$ cat config.mk
export PLATFORM = sky130hd
export DESIGN_NAME = rdcap_cal
export DESIGN_NICKNAME = d
export VERILOG_FILES = /design/src/rtl/rdcap_pkg.sv /design/src/rtl/rdcap_idcmp.sv /design/src/rtl/rdcap_window.sv /design/src/rtl/rdcap_centre.sv /design/src/rtl/rdcap_cal.sv
export SDC_FILE = /design/constraint.sdc
export NUM_CORES = 1
export LEC_CHECK = 0
export ABC_AREA = 1
export ABC_CLOCK_PERIOD_IN_PS = 3300
export BUFFER_PORTS_ARGS = -buffer_cell sky130_fd_sc_hd__buf_4
export CAP_MARGIN = 0
export CORE_UTILIZATION = 40
export CTS_BUF_LIST = sky130_fd_sc_hd__clkbuf_8
export CTS_CLUSTER_DIAMETER = 40
export CTS_CLUSTER_SIZE = 20
export DETAILED_ROUTE_END_ITERATION = 7
export GPL_TIMING_DRIVEN = 0
export PLACE_DENSITY = 0.65
export SYNTH_ARGS = -nofsm -noshare
export SYNTH_HDL_FRONTEND = slang
export SYNTH_SLANG_ARGS = --single-unit
$ cat constraint.sdc
create_clock -name clk -period 3.3 [get_ports clk]
set_clock_uncertainty 0.1 [all_clocks]
set_input_delay 0.495 -clock clk [delete_from_list [all_inputs] [get_ports clk]]
set_output_delay 0.495 -clock clk [all_outputs]
set_load 0.01 [all_outputs]
$ cat src/rtl/rdcap_pkg.sv
package rdcap_pkg;

    typedef enum logic [2:0] {
        S_IDLE,
        S_ISSUE,
        S_WAIT,
        S_DECIDE,
        S_FINISH
    } cal_state_t;

endpackage

$ cat src/rtl/rdcap_idcmp.sv
module rdcap_idcmp #(
    parameter int NBYTES = 3
) (
    input  logic [NBYTES*8-1:0] got,
    input  logic [NBYTES*8-1:0] want,
    output logic                match
);
    logic [NBYTES-1:0] byte_eq;

    for (genvar b = 0; b < NBYTES; b++) begin : g_byte
        assign byte_eq[b] = (got[b*8 +: 8] == want[b*8 +: 8]);
    end

    assign match = &byte_eq;
endmodule

$ cat src/rtl/rdcap_window.sv
module rdcap_window #(
    parameter int DLY_W = 4,
    localparam int LEN_W = DLY_W + 1
) (
    input  logic             clk,
    input  logic             rst_n,
    input  logic             clr,
    input  logic             sample,
    input  logic             pass,
    input  logic [DLY_W-1:0] idx,
    output logic [DLY_W-1:0] best_start,
    output logic [LEN_W-1:0] best_len
);
    logic [DLY_W-1:0] run_start;
    logic [LEN_W-1:0] run_len;
    logic [DLY_W-1:0] cur_start;
    logic [LEN_W-1:0] cur_len;

    // start of the run that includes this sample
    assign cur_start = (run_len == '0) ? idx : run_start;
    assign cur_len   = run_len + 1'b1;

    always_ff @(posedge clk or negedge rst_n) begin
        if (!rst_n) begin
            run_start  <= '0;
            run_len    <= '0;
            best_start <= '0;
            best_len   <= '0;
        end else if (clr) begin
            run_start  <= '0;
            run_len    <= '0;
            best_start <= '0;
            best_len   <= '0;
        end else if (sample) begin
            if (pass) begin
                run_start <= cur_start;
                run_len   <= cur_len;
                // strict compare keeps the lowest-start run on a tie
                if (cur_len > best_len) begin
                    best_start <= cur_start;
                    best_len   <= cur_len;
                end
            end else begin
                run_len <= '0;
            end
        end
    end

    // the recorded best window is never shorter than the open run
    p_best_covers_run_r5: assert property (@(posedge clk) disable iff (!rst_n)
        best_len >= run_len);

    // a failing sample closes the open run
    p_fail_closes_run_r5: assert property (@(posedge clk) disable iff (!rst_n)
        (sample && !pass && !clr) |=> (run_len == '0));
endmodule

$ cat src/rtl/rdcap_centre.sv
module rdcap_centre #(
    parameter int DLY_W = 4,
    parameter int MIN_WIN = 3,
    localparam int LEN_W = DLY_W + 1
) (
    input  logic [DLY_W-1:0] win_start,
    input  logic [LEN_W-1:0] win_len,
    output logic [DLY_W-1:0] centre,
    output logic             win_ok
);
    logic [LEN_W-1:0] span;

    assign span   = win_len - 1'b1;
    // lower middle for even lengths
    assign centre = DLY_W'({1'b0, win_start} + (span >> 1));
    assign win_ok = (win_len >= LEN_W'(MIN_WIN));
endmodule

$ cat src/rtl/rdcap_cal.sv
module rdcap_cal
    import rdcap_pkg::*;
#(
    parameter int          DLY_W    = 4,
    parameter int          ID_BYTES = 3,
    parameter int          MIN_WIN  = 3,
    parameter logic [7:0]  RDID_OP  = 8'h9F
) (
    input  logic                  clk,
    input  logic                  rst_n,
    input  logic                  start,
    input  logic                  bypass,
    input  logic [ID_BYTES*8-1:0] exp_id,
    input  logic                  cmd_ready,
    input  logic                  rsp_valid,
    input  logic [ID_BYTES*8-1:0] rsp_id,
    output logic                  cmd_valid,
    output logic [7:0]            cmd_opcode,
    output logic [DLY_W-1:0]      cmd_dly,
    output logic [DLY_W-1:0]      dly_out,
    output logic                  cal_fail,
    output logic                  done
);
    localparam int               LEN_W = DLY_W + 1;
    localparam logic [DLY_W-1:0] LAST  = {DLY_W{1'b1}};

    cal_state_t       state, state_nx;
    logic [DLY_W-1:0] trial;
    logic [DLY_W-1:0] dly_q;
    logic             fail_q;

    logic             id_match;
    logic             go;
    logic             take_rsp;
    logic [DLY_W-1:0] best_start;
    logic [LEN_W-1:0] best_len;
    logic [DLY_W-1:0] centre;
    logic             win_ok;

    assign go       = (state == S_IDLE) && start;
    assign take_rsp = (state == S_WAIT) && rsp_valid;

    rdcap_idcmp #(.NBYTES(ID_BYTES)) u_cmp (
        .got   (rsp_id),
        .want  (exp_id),
        .match (id_match)
    );

    rdcap_window #(.DLY_W(DLY_W)) u_win (
        .clk        (clk),
        .rst_n      (rst_n),
        .clr        (go),
        .sample     (take_rsp),
        .pass       (id_match),
        .idx        (trial),
        .best_start (best_start),
        .best_len   (best_len)
    );

    rdcap_centre #(.DLY_W(DLY_W), .MIN_WIN(MIN_WIN)) u_ctr (
        .win_start (best_start),
        .win_len   (best_len),
        .centre    (centre),
        .win_ok    (win_ok)
    );

    // state register
    always_ff @(posedge clk or negedge rst_n) begin
        if (!rst_n) state <= S_IDLE;
        else        state <= state_nx;
    end

    // transitions
    always_comb begin
        state_nx = state;
        unique case (state)
            S_IDLE:   if (start) state_nx = bypass ? S_FINISH : S_ISSUE;
            S_ISSUE:  if (cmd_ready) state_nx = S_WAIT;
            S_WAIT:   if (rsp_valid) state_nx = (trial == LAST) ? S_DECIDE : S_ISSUE;
            S_DECIDE: state_nx = S_FINISH;
            S_FINISH: state_nx = S_IDLE;
            default:  state_nx = S_IDLE;
        endcase
    end

    // datapath registers
    always_ff @(posedge clk or negedge rst_n) begin
        if (!rst_n) begin
            trial  <= '0;
            dly_q  <= '0;
            fail_q <= 1'b0;
        end else begin
            if (go) begin
                trial  <= '0;
                fail_q <= 1'b0;
                if (bypass) dly_q <= '0;
            end
            if (take_rsp && (trial != LAST)) trial <= trial + 1'b1;
            if (state == S_DECIDE) begin
                if (win_ok) dly_q  <= centre;
                else        fail_q <= 1'b1;
            end
        end
    end

    // outputs
    always_comb begin
        cmd_valid  = (state == S_ISSUE);
        cmd_opcode = RDID_OP;
        cmd_dly    = trial;
        done       = (state == S_FINISH);
        dly_out    = dly_q;
        cal_fail   = fail_q;
    end

    // done lasts exactly one cycle
    p_done_pulse_r9: assert property (@(posedge clk) disable iff (!rst_n)
        done |=> !done);

    // a pending command holds until accepted
    p_cmd_hold_r3: assert property (@(posedge clk) disable iff (!rst_n)
        (cmd_valid && !cmd_ready) |=> (cmd_valid && $stable(cmd_dly)));

    // entering failure leaves the delay untouched
    p_fail_keeps_dly_r7: assert property (@(posedge clk) disable iff (!rst_n)
        $rose(cal_fail) |-> $stable(dly_out));

    // a failed result means the tracked window was too short
    p_fail_short_win_r7: assert property (@(posedge clk) disable iff (!rst_n)
        (done && cal_fail) |-> (best_len < LEN_W'(MIN_WIN)));

    // bypass forces delay zero and clears the failure flag
    p_bypass_zero_r8: assert property (@(posedge clk) disable iff (!rst_n)
        (go && bypass) |=> (dly_out == '0 && !cal_fail && done));
endmodule

==> impl_metrics.env <==
export IMPL_maxSlewViolCount=0
export IMPL_clk_pin_slew_ns=0.07
export IMPL_cp_max_fo=10
export IMPL_dr_pass1_iters=4
export IMPL_fp_dieH_um=79.54
export IMPL_ir_drop_mv=0.2762
export IMPL_cts_buffers=5
export IMPL_grt_max_degree=31
export IMPL_diodes=0
export IMPL_timing_final_crit_share_pct=82.57
export IMPL_maxCapViolations=0
export IMPL_startpoint_type="register"
export IMPL_io_buffers=64
export IMPL_finalHoldViolCount=0
export IMPL_tightest_slew_ns=0.5032
export IMPL_period_needed_ns=2.725
export IMPL_grt_pass1_wl_mm=9.280
export IMPL_cts_sinks=30
export IMPL_finalSetupViolations=0
export IMPL_final_common_cell="nand2_1"
export IMPL_fmax_mhz=367.0
export IMPL_p_per_area_nw_per_um2=366.4
export IMPL_drt_wirelength_per_cell_um=10.27
export IMPL_netlist_area_um2=2405
export IMPL_syn2layout_area_growth_pct=27.94
export IMPL_nFillCells=548
export IMPL_synthCells=358
export IMPL_viasPerCell=4.556
export IMPL_cp_arrival_ns=2.79
export IMPL_mostFrequentLayoutCells="nand2_1 (103), buf_4 (72), inv_1 (70), dfrtp_1 (30), nand3_1 (27)"
export IMPL_status="finished, final reports clean"
export IMPL_grtUsageTotal_pct=18.54
export IMPL_ys_seq_elements=30
export IMPL_die_w_um=79.54
export IMPL_crit_type="register to register"
export IMPL_clk_latency_ns=0.28
export IMPL_dpl_cell_area_um2=2998
export IMPL_p_leak_uw=0.001759
export IMPL_core_area_um2=5642
export IMPL_rows=27
export IMPL_grt_overflow=0
export IMPL_rsz0062_at_grt="false"
export IMPL_cts_htree_levels=2
export IMPL_fin_nets=503
export IMPL_die_area_um2=6326
export IMPL_antenna_found_initial=0
export IMPL_cts_max_path_buffers=2
export IMPL_tns_ns=0
export IMPL_start_util_pct=42.63
export IMPL_cts_tree="built"
export IMPL_cts_resized_gates=0
export IMPL_drc=0
export IMPL_worst_setup_path_end_kind="register"
export IMPL_required_ns=3.37
export IMPL_min_path_type="input pin to asynchronous set/reset pin"
export IMPL_post_route_cell_area_um2=3077
export IMPL_drt_iter0_drc=75
export IMPL_ios=73
export IMPL_layout_drive_gt1_share_pct=21.38
export IMPL_relSlewSlack_pct=66.45
export IMPL_antenna_left=0
export IMPL_synth_cell_type_count=30
export IMPL_fin_util_pct=54.54
export IMPL_synth_area_per_cell_um2=6.717
export IMPL_num_vias=2310
export IMPL_grt_pass1_vias=2186
export IMPL_routed_wl_mm=5.206
export IMPL_cts_hold_buffers_added=0
export IMPL_cts_setup_buffers=0
export IMPL_gp_congestion=0.7575
export IMPL_cts_root_buf="clkbuf_8"
export IMPL_synth_seq_area_share_pct=31.22
export IMPL_post_dp_hpwl_mm=4.247
export IMPL_yosys_warnings=0
## critical path: stages, from the launching register on
cell     delay (ns)
dfrtp_1        0.43
ha_1           0.24
nand3_1        0.09
xor2_1         0.20
inv_1          0.07
ha_1           0.30
nand2_1        0.07
inv_1          0.05
nand3_1        0.08
nor2_1         0.10
nor2_1         0.06
nor2_2         0.34
nand3_2        0.28
nand3_1        0.14
nand2_1        0.06
## sequential cells by signal, indices dropped and copies added (netlist names)
name and flops:
u_win.best_start 4, u_win.run_len 5, u_win.best_len 5, dly_out 4, u_win.run_start 4, state 3, cal_fail 1, cmd_dly 4
## Yosys cell counts
library cell	instances	area [um^2]
a21o_1	1	7.510
a21oi_1	5	25.02
a22o_1	1	8.760
a31oi_1	1	6.260
buf_2	2	10.01
buf_4	8	60.06
buf_6	1	11.26
clkbuf_1	1	3.750
conb_1	2	7.510
dfrtp_1	30	750.7
fa_1	1	20.02
ha_1	13	162.7
inv_1	70	262.8
inv_2	2	7.510
nand2_1	103	386.6
nand2_2	3	18.77
nand3_1	27	135.1
nand3_2	1	10.01
nand3b_1	3	22.52
nand4_1	5	31.28
nor2_1	24	90.09
nor2_2	2	12.51
nor2_4	3	33.78
nor3_1	2	10.01
nor3b_1	1	7.510
o211ai_1	5	37.54
o21ai_0	23	115.1
o21ai_1	2	10.01
xnor2_1	9	78.83
xor2_1	7	61.31
## cells by family after synthesis
family / after synthesis / share of synthesized area, %
and+or+nand+nor: 174 / 31.53
buffers and inverters: 84 / 14.78
AOI/OAI and AO/OA: 38 / 8.741
DFF: 30 / 31.22
xor gates and xnor gates: 16 / 5.827
adders and majority gates: 14 / 7.596
other: 2 / 0.3123
## area by class of cell
class                           count  area, um^2  area share, %
Multi-Input combinational cell    250        1321          42.94
Tap cell                           72       90.09          2.928
Clock buffer                        5       68.82          2.237
Sequential cell                    30       750.7          24.40
Buffer                             12       85.08          2.765
Inverter                           72       270.3          8.784
Timing Repair Buffer               64       480.5          15.62
Clock inverter                      2       10.01         0.3253
## metrics by stage
step           hold WS, ns  std cells  total power, uW  worst slack [ns]
3_3_place_gp        0.3548        500            848.9            0.6533
4_1_cts            0.04516        507             1138            0.5724
3_5_place_dp        0.3559        500            853.7            0.5962
6_report           0.02982        507             1127            0.5753
2_1_floorplan      0.09941        364            686.2             1.012
5_1_grt            0.05190        507             1217            0.3577
## where the power goes
| part | switching, uW | internal [uW] |
|---|---|---|
| combinational | 234 | 168 |
| clock | 141 | 141 |
| sequential | 41.9 | 401 |
## worst paths after layout
| check | startpoint | to | slack (ns) | cells past startpoint |
|---|---|---|---|---|
| max | u_win.run_len[0]$_DFFE_PN0P_ | u_win.best_len[0]$_DFFE_PN0P_ | 0.58 | 14 |
| min | rst_n | state[0]$_DFFE_PN0P_ | 0.03 | 1 |
| max reg2reg | u_win.run_len[0]$_DFFE_PN0P_ | u_win.best_len[0]$_DFFE_PN0P_ | 0.58 | 14 |
| min reg2reg | u_win.run_start[3]$_DFFE_PN0P_ | u_win.run_start[3]$_DFFE_PN0P_ | 0.40 | 2 |
| max in group asynchronous | rst_n | u_win.best_len[0]$_DFFE_PN0P_ | 2.78 | 1 |
| min in group clk | bypass | state[2]$_DFFE_PN0P_ | 0.39 | 3 |
## per-layer routing
| metal | vias up | wire (um) | track usage [%] |
|---|---|---|---|
| met1 | 1011 | 2344 | 22.95 |
| li1 | 1242 | - | - |
| met5 | - | 0 | 0 |
| met4 | 0 | 64 | 5.455 |
| met3 | 6 | 219 | 3.086 |
| met2 | 51 | 2578 | 32.65 |
(Power assumes the default switching activity.)
